**src/rtl/pbm_pkg.sv**
```systemverilog
package pbm_pkg;

    localparam int BUS_W  = 32;
    localparam int PIX_W  = 8;
    localparam int NIB_W  = 4;
    localparam int LANES  = BUS_W / PIX_W;
    localparam int SEL_W  = $clog2(LANES);
    localparam int CNT_W  = 3;
    localparam int CODE_W = 6;
    localparam int CTL_W  = 8;

    typedef enum logic [2:0] {
        PM_B8  = 3'd0,
        PM_B16 = 3'd1,
        PM_B32 = 3'd2,
        PM_N16 = 3'd3,
        PM_NIB = 3'd4,
        PM_TC  = 3'd5
    } pmode_e;

    typedef struct packed {
        logic [BUS_W-1:0] word;
        pmode_e           mode;
        logic             nib_hi;
        logic             ovl_en;
        logic [CNT_W-1:0] ratio;
    } load_s;

    typedef struct packed {
        logic [PIX_W-1:0] pix;
        logic [PIX_W-1:0] red;
        logic [PIX_W-1:0] green;
        logic [PIX_W-1:0] blue;
    } pixel_s;

    function automatic pmode_e decode_mode(input logic [CODE_W-1:0] code);
        case (code)
            6'd1:    return PM_B16;
            6'd2:    return PM_B32;
            6'd3:    return PM_N16;
            6'd4:    return PM_NIB;
            6'd5:    return PM_TC;
            default: return PM_B8;
        endcase
    endfunction

    function automatic logic [CNT_W-1:0] natural_cnt(input pmode_e m);
        case (m)
            PM_B8, PM_TC: return CNT_W'(1);
            PM_B16:       return CNT_W'(2);
            default:      return CNT_W'(LANES);
        endcase
    endfunction

    function automatic logic [CNT_W-1:0] eff_ratio(input logic [CNT_W-1:0] r);
        return (r == '0) ? CNT_W'(1) : r;
    endfunction

endpackage

```
**src/rtl/pbm_load_reg.sv**
```systemverilog
module pbm_load_reg
    import pbm_pkg::*;
(
    input  logic             clk,
    input  logic             rst,
    input  logic             load,
    input  load_s            nxt,
    output load_s            cur,
    output logic             active,
    output logic [CNT_W-1:0] idx
);

    always_ff @(posedge clk) begin
        if (rst) begin
            cur    <= '0;
            active <= 1'b0;
            idx    <= '0;
        end else if (load) begin
            cur    <= nxt;
            active <= 1'b1;
            idx    <= '0;
        end else if (active) begin
            if (idx == cur.ratio - CNT_W'(1)) begin
                active <= 1'b0;
            end else begin
                idx <= idx + CNT_W'(1);
            end
        end
    end

    AST_CNT_BOUND: assert property (@(posedge clk) disable iff (rst)
        active |-> (idx < cur.ratio));

    AST_LOAD_RESTART: assert property (@(posedge clk) disable iff (rst)
        load |=> (active && idx == '0));

endmodule

```
**src/rtl/pbm_group_sel.sv**
```systemverilog
module pbm_group_sel
    import pbm_pkg::*;
(
    input  load_s            cur,
    input  logic [CNT_W-1:0] idx,
    output pixel_s           px
);

    logic [PIX_W-1:0] lane_byte [LANES];
    logic [NIB_W-1:0] lane_lo   [LANES];
    logic [NIB_W-1:0] lane_hi   [LANES];
    logic [NIB_W-1:0] nib16     [LANES];

    for (genvar i = 0; i < LANES; i++) begin : g_lane
        assign lane_byte[i] = cur.word[i*PIX_W +: PIX_W];
        assign lane_lo[i]   = cur.word[i*PIX_W +: NIB_W];
        assign lane_hi[i]   = cur.word[i*PIX_W + NIB_W +: NIB_W];
        assign nib16[i]     = cur.word[i*NIB_W +: NIB_W];
    end

    logic [CNT_W-1:0] gidx;
    logic [SEL_W-1:0] grp;
    logic             unused_gidx_msb;

    assign gidx            = idx & (natural_cnt(cur.mode) - CNT_W'(1));
    assign grp             = gidx[SEL_W-1:0];
    assign unused_gidx_msb = gidx[CNT_W-1];

    always_comb begin
        px = '0;
        case (cur.mode)
            PM_B8:  px.pix = lane_byte[0];
            PM_B16,
            PM_B32: px.pix = lane_byte[grp];
            PM_N16: px.pix = {{(PIX_W-NIB_W){1'b0}}, nib16[grp]};
            PM_NIB: px.pix = {{(PIX_W-NIB_W){1'b0}},
                              cur.nib_hi ? lane_hi[grp] : lane_lo[grp]};
            PM_TC: begin
                px.pix   = cur.ovl_en ? lane_byte[0] : '0;
                px.red   = lane_byte[1];
                px.green = lane_byte[2];
                px.blue  = lane_byte[3];
            end
            default: px = '0;
        endcase
    end

endmodule

```
**src/rtl/pbm_ratio_chk.sv**
```systemverilog
module pbm_ratio_chk
    import pbm_pkg::*;
(
    input  logic             clk,
    input  logic             rst,
    input  logic             load,
    input  pmode_e           mode,
    input  logic [CNT_W-1:0] ratio,
    output logic             err
);

    logic mismatch;
    assign mismatch = (ratio != natural_cnt(mode));

    always_ff @(posedge clk) begin
        if (rst) begin
            err <= 1'b0;
        end else if (load && mismatch) begin
            err <= 1'b1;
        end
    end

    AST_ERR_STICKY: assert property (@(posedge clk) disable iff (rst)
        err |=> err);

    AST_ERR_SET: assert property (@(posedge clk) disable iff (rst)
        (load && mismatch) |=> err);

endmodule

```
**src/rtl/pixbus_unpack.sv**
```systemverilog
module pixbus_unpack
    import pbm_pkg::*;
(
    input  logic             clk,
    input  logic             rst,
    input  logic             load,
    input  logic [BUS_W-1:0] bus_word,
    input  logic [CTL_W-1:0] mode_ctl,
    input  logic [CNT_W-1:0] div_ratio,
    input  logic             nib_sel,
    input  logic             ovl_en,
    output logic             pix_valid,
    output logic [PIX_W-1:0] pix_data,
    output logic [PIX_W-1:0] red,
    output logic [PIX_W-1:0] green,
    output logic [PIX_W-1:0] blue,
    output logic             ratio_err
);

    load_s            nxt;
    load_s            cur;
    logic             active;
    logic [CNT_W-1:0] idx;
    pixel_s           px;
    logic             unused_mode_hi;

    assign unused_mode_hi = ^mode_ctl[CTL_W-1:CODE_W];

    always_comb begin
        nxt.word   = bus_word;
        nxt.mode   = decode_mode(mode_ctl[CODE_W-1:0]);
        nxt.nib_hi = nib_sel;
        nxt.ovl_en = ovl_en;
        nxt.ratio  = eff_ratio(div_ratio);
    end

    pbm_load_reg u_load (
        .clk    (clk),
        .rst    (rst),
        .load   (load),
        .nxt    (nxt),
        .cur    (cur),
        .active (active),
        .idx    (idx)
    );

    pbm_group_sel u_sel (
        .cur (cur),
        .idx (idx),
        .px  (px)
    );

    pbm_ratio_chk u_chk (
        .clk   (clk),
        .rst   (rst),
        .load  (load),
        .mode  (nxt.mode),
        .ratio (nxt.ratio),
        .err   (ratio_err)
    );

    assign pix_valid = active;
    assign pix_data  = active ? px.pix   : '0;
    assign red       = active ? px.red   : '0;
    assign green     = active ? px.green : '0;
    assign blue      = active ? px.blue  : '0;

    AST_VALID_AFTER_LOAD: assert property (@(posedge clk) disable iff (rst)
        load |=> pix_valid);

    AST_NIB_ZEXT: assert property (@(posedge clk) disable iff (rst)
        (pix_valid && (cur.mode == PM_N16 || cur.mode == PM_NIB))
            |-> (pix_data[PIX_W-1:NIB_W] == '0));

    AST_RESET_CLEAR: assert property (@(posedge clk)
        rst |=> (!pix_valid && !ratio_err));

    AST_RGB_ONLY_TC: assert property (@(posedge clk) disable iff (rst)
        (cur.mode != PM_TC) |-> ({red, green, blue} == '0));

endmodule

```
**config.mk**
```make
export PLATFORM = sky130hd
export DESIGN_NAME = pixbus_unpack
export DESIGN_NICKNAME = d
export VERILOG_FILES = /design/src/rtl/pbm_pkg.sv /design/src/rtl/pbm_load_reg.sv /design/src/rtl/pbm_group_sel.sv /design/src/rtl/pbm_ratio_chk.sv /design/src/rtl/pixbus_unpack.sv
export SDC_FILE = /design/constraint.sdc
export NUM_CORES = 1
export LEC_CHECK = 0
export BUFFER_PORTS_ARGS = -buffer_cell sky130_fd_sc_hd__buf_2
export CORE_ASPECT_RATIO = 1.2
export CORE_MARGIN = 2
export CORE_UTILIZATION = 53
export CTS_CLUSTER_SIZE = 10
export DETAILED_ROUTE_END_ITERATION = 10
export GPL_ROUTABILITY_DRIVEN = 0
export GPL_TIMING_DRIVEN = 0
export PLACE_DENSITY = 0.88
export SETUP_SLACK_MARGIN = 0.2
export SLEW_MARGIN = 20
export SYNTH_ARGS = -nofsm -noshare
export SYNTH_HDL_FRONTEND = slang
export SYNTH_HIERARCHICAL = 1
export SYNTH_SLANG_ARGS = --single-unit
export TNS_END_PERCENT = 5
```
**constraint.sdc**
```tcl
create_clock -name clk -period 2.8 [get_ports clk]
set_input_delay 0.14 -clock clk [delete_from_list [all_inputs] [get_ports clk]]
set_output_delay 0.14 -clock clk [all_outputs]
set_load 0.01 [all_outputs]
```
# [Word-level counts from Yosys, hierarchy flattened]
# Cells that the tools add are included.
[op_classes] add_sub_neg=3 multipliers=0 div_mod_pow=0 n_lt_le_gt_ge=1 n_eq_ne=14 shifts=0 n_mux=27 n_bitwise=3 reduce_logical=9
[ops] operator="two-way mux 8 bit" n=7
[ops] operator="one-hot mux 8 bit (5 select lines)" n=1
[ops] operator="two-way mux 4 bit" n=7
[ops] operator="binary-select mux 4 bit (select 2 bit)" n=3
[ops] operator="two-way mux 24 bit" n=1
[ops] operator="binary-select mux 8 bit (select 2 bit)" n=1
[ops] operator="one-hot mux 3 bit (5 select lines)" n=1
[ops] operator="equality test 6 x 2 -> 1 bit (second input constant)" n=2
[ops] operator="equality test 6 x 3 -> 1 bit (second input constant)" n=2
[ops] operator="equality test 3 bit (second input constant)" n=3
[ops] operator="logical NOT 3 bit" n=3
[ops] operator="OR reduction 2 bit" n=4
[ops] operator="equality test 3 x 1 -> 1 bit (second input constant)" n=2
[ops] operator="equality test 3 x 2 -> 1 bit (second input constant)" n=2
[ops] operator="equality test 6 x 1 -> 1 bit (second input constant)" n=1
[ops] operator="one-hot mux 3 bit (2 select lines)" n=1
[ops] operator="one-hot mux 2 bit (2 select lines)" n=1
[ops] operator="adder 3 x 1 -> 3 bit (second input constant)" n=1
[ops] operator="equality test 3 bit" n=1
[ops] operator=">= comparator 3 bit (second input constant)" n=1
[ops] operator="two-way mux 1 bit" n=3
[ops] operator="two-way mux 3 bit" n=1
[ops] operator="!= test 3 bit" n=1
[ops] operator="NOT 2 -> 3 bit" n=1
[ops] operator="6 further kinds" n=6
[word_totals] reg_bits=45 latch_bits=0 mem_bits_rw=0 mem_bits_ro=0 inputBits=48 output_inout_bits=34 word_cells=65 mem_count=0

# [Depth between registers and ports, before layout]
[depth] ltp_word=12 ltp_mapped=11 ltp_nobuf=7

# [Hierarchy]
# Netlist, hierarchy kept.
[by_module_without_submodules] module="pbm_load_reg" instances=1 cells_each=157 area_each_um2=1652.8 seq_area_each_um2=880.8
[by_module_without_submodules] module="pbm_group_sel" instances=1 cells_each=142 area_each_um2=915.9 seq_area_each_um2=0.0
[by_module_without_submodules] module="pixbus_unpack" instances=1 cells_each=43 area_each_um2=279.0 seq_area_each_um2=0.0
[by_module_without_submodules] module="pbm_ratio_chk" instances=1 cells_each=11 area_each_um2=92.6 seq_area_each_um2=20.0

# [Least setup slack after synthesis]
# OpenSTA, ideal clock, no wires.
[synth_timing] path_type="reg-to-output" startpoint="register u_load/cur[7] (netlist name)" endpoint="output port pix_data[3]" arrival_ps=1971 required_ps=2660 setup_slack_ps=689 path_stages_with_launch=11 path_buffers=3 cell_sequence="dfxtp_1 > buf_6 > nor2b_1 > buf_6 > o31a_1 > buf_6 > mux4_2 > a22o_1 > a21oi_2 > o21ai_1 > and2_1"
[synth_rtl] element="to (decl)" line="pixbus_unpack.sv:13" rtl="output logic [PIX_W-1:0] pix_data,"

==> metrics <==
1st-pass router iterations 5; final hold violations 0; biggest fanout along the worst timing path 8; Hold Slack 0.0175 ns; mean area per synthesized cell 8.33 um2; 1st-iter DRT viols 187; max-slew violation count 0; CTS tree built; Post-CTS Hold Fix Bufs 0; cell leakage power 1.71 nW; min Tclk post-route 2.61 ns; Avg Vias per Cell 5.92; overall via count from detail_route 2,995; slowest CP cell mux4_2; setup slack on the worst flop-to-flop path 0.97 ns; Cell Count, Final, Fillers Out 506; Post-Syn Instances 353; CTS Root Buffer Type clkbuf_8; TritonCTS Sinks 45; worst setup path category reg2out; CP cell instances buf_6, nor2b_4, buf_6, buf_4, o21a_1, clkbuf_4, mux4_2, a21oi_2, nand3_1, and2_1, buf_2; remaining design rule violation count 0; leading cell types in the layout, fill and taps excluded 83 x buf_2, 55 x and2_1, 50 x nor2_1; cell type contributing the most total cell area after synthesis dfxtp_1; GRT overflow 0; Core Box Area 5330 um2; final critical-path share of the clock period 93.2%; top flip-flop cell by instance count after synthesis dfxtp_1; diode count 0; startpoint kind of the worst setup timing path register; post-layout util 67.3%; post-synthesis instance area 2940 um2; area of the multi-input gates 1910 um2; fraction of the yosys area taken by sequential cells 30.6%; kind of cell with the highest combined delay on the critical path buffers and inverters; die span in x 72.0 um; Chip Height 85.6 um; startpoint of the worst setup timing path u_load/cur[7]; vias in the first global route 2,767; met1 usage in global routing 32.1%; cell types with the largest area share after synthesis dfxtp_1 31%, mux2i_1 16%, and2_1 12%; Sequential Area 903 um2; Tightest Pin Transition 0.562 ns; Inst Count DP 494; Post-synth EDFFs 0; effective utilization at floorplan 55.1%; status finished, final reports clean; Top-Level Pins 82; peak per-stage delay on the critical path 0.52 ns; number of storage elements in the synthesis netlist 45; number of nets in the finished design 494; Crit. End Element primary output; total power after layout 1.33 mW; number of warnings printed during yosys synthesis 6; maximum ir drop on the vdd rail 0.249 mV; FFs w/ async S/R, synth 0%; post-synthesis net count 403; routed len/inst 16.4 um; launch point of the worst hold path rst; Crit path top cell by count buf_6; M2 GR Usage 46.8%; unrepaired setup endpoints after global routing true; total track usage 26.8%; port bufs 79; most common cell after layout, fill and taps aside buf_2; number of distinct standard cells referenced by the synthesized netlist 57; Worst Skew 0.000855 ns; CTS clock-pin slew for the worst setup and hold paths 0.08 ns; arrival time of data at the critical path endpoint 2.47 ns; Buf/Inv on CP 5; class of the tightest hold or removal check in2reg; required time worst endpoint 2.66 ns; pwr dens 371 nW/um2; H-tree levels 2; clock buffer count from CTS 5; remaining antenna violation count after routing 0; max-cap viol count 0; Clock Path Buffers 2; setup violation total in the final timing report 0; standard-cell rows 29; routed wire length 8290 um; initial antenna violation count 0; area of placed instances 3410 um2; Layout area overhead 22.1%; maximum operating frequency 0.383 GHz; Global Route met3 Usage 4.82%; portion of synthesized cell area occupied by the leading cell type 30.6%; first-pass GRT wire length 13,000 um; largest net degree at the start of global routing 13; worst slack at placement 0.386 ns; reg-to-reg critical path startpoint u_load/cur[0]; grt peak-use layer met2; Detail Placement HPWL 5920 um; Worst Slack Setup Final 0.189 ns; cell area after layout 3590 um2; later-pin clock latency in the skew report 0.29 ns; die area 6160 um2; share of post-route cells with drive strength above 1 27.9%; accumulated negative setup slack 0 ns; Relative slew margins 62.6%; number of inserted filler cells in the final layout 441
==> area by class of cell <==
cell class / count / share of cell area [%]
buffer: 27 / 3.94
clock buffer: 7 / 2.41
inverter: 8 / 0.837
multi-input combinational: 273 / 53.1
sequential: 45 / 25.2
tap: 62 / 2.16
timing repair buffer: 84 / 12.4
==> report_power, final <==
group,internal [mW],switching [mW]
clock,0.196,0.201
combinational,0.105,0.114
sequential,0.675,0.0394
==> registers in the layout, indices dropped and copies added (netlist names) <==
register and cells:
u_load/cur 40, u_load/idx 3, u_chk/err 1, u_load/active 1
==> cell usage after synthesis (3+ instances only) <==
cell,number
buf_6,3
mux2i_1,48
o21ai_0,12
xnor2_1,4
clkbuf_1,17
buf_2,5
o221ai_1,3
nand3_1,7
a21oi_1,10
and2_1,55
a22o_1,4
inv_1,8
dfxtp_1,45
nand2_1,22
o22ai_1,3
nor2_1,50
nor2b_1,4
a211oi_1,3
==> per-layer routing <==
metal | vias up | routed length [um]
met3 | 47 | 716
met2 | 186 | 4100
met1 | 1359 | 3120
met4 | 0 | 345
met5 | - | 0
li1 | 1403 | -
==> path summary, 6_finish.rpt <==
| kind | endpoint | cells past startpoint |
|---|---|---|
| worst max-delay path | pix_data[1] | 11 |
| worst min-delay path | u_chk/err | 2 |
| worst max register to register | u_load/idx[2] | 5 |
| worst min register to register | u_chk/err | 2 |
==> cells by family (layout without fill, tap and decap cells) <==
group / count (synthesis) / count (layout) / share of synthesized area (%)
simple gates: 155 / 155 / 27.8
compound gates: 60 / 60 / 14.5
mux: 51 / 51 / 18.8
flops: 45 / 45 / 30.6
buf+inv: 35 / 126 / 5.49
xor+xnor: 5 / 5 / 2.00
fa+ha+maj: 2 / 2 / 0.851
==> repair_timing <==
item,CTS,global route
endpoints found under the setup margin,5,5
hold endpoints to repair,0,0
setup buffers,4,1
pin swaps,2,2
resized for setup,8,8
Power figures use the tool's default switching activity.
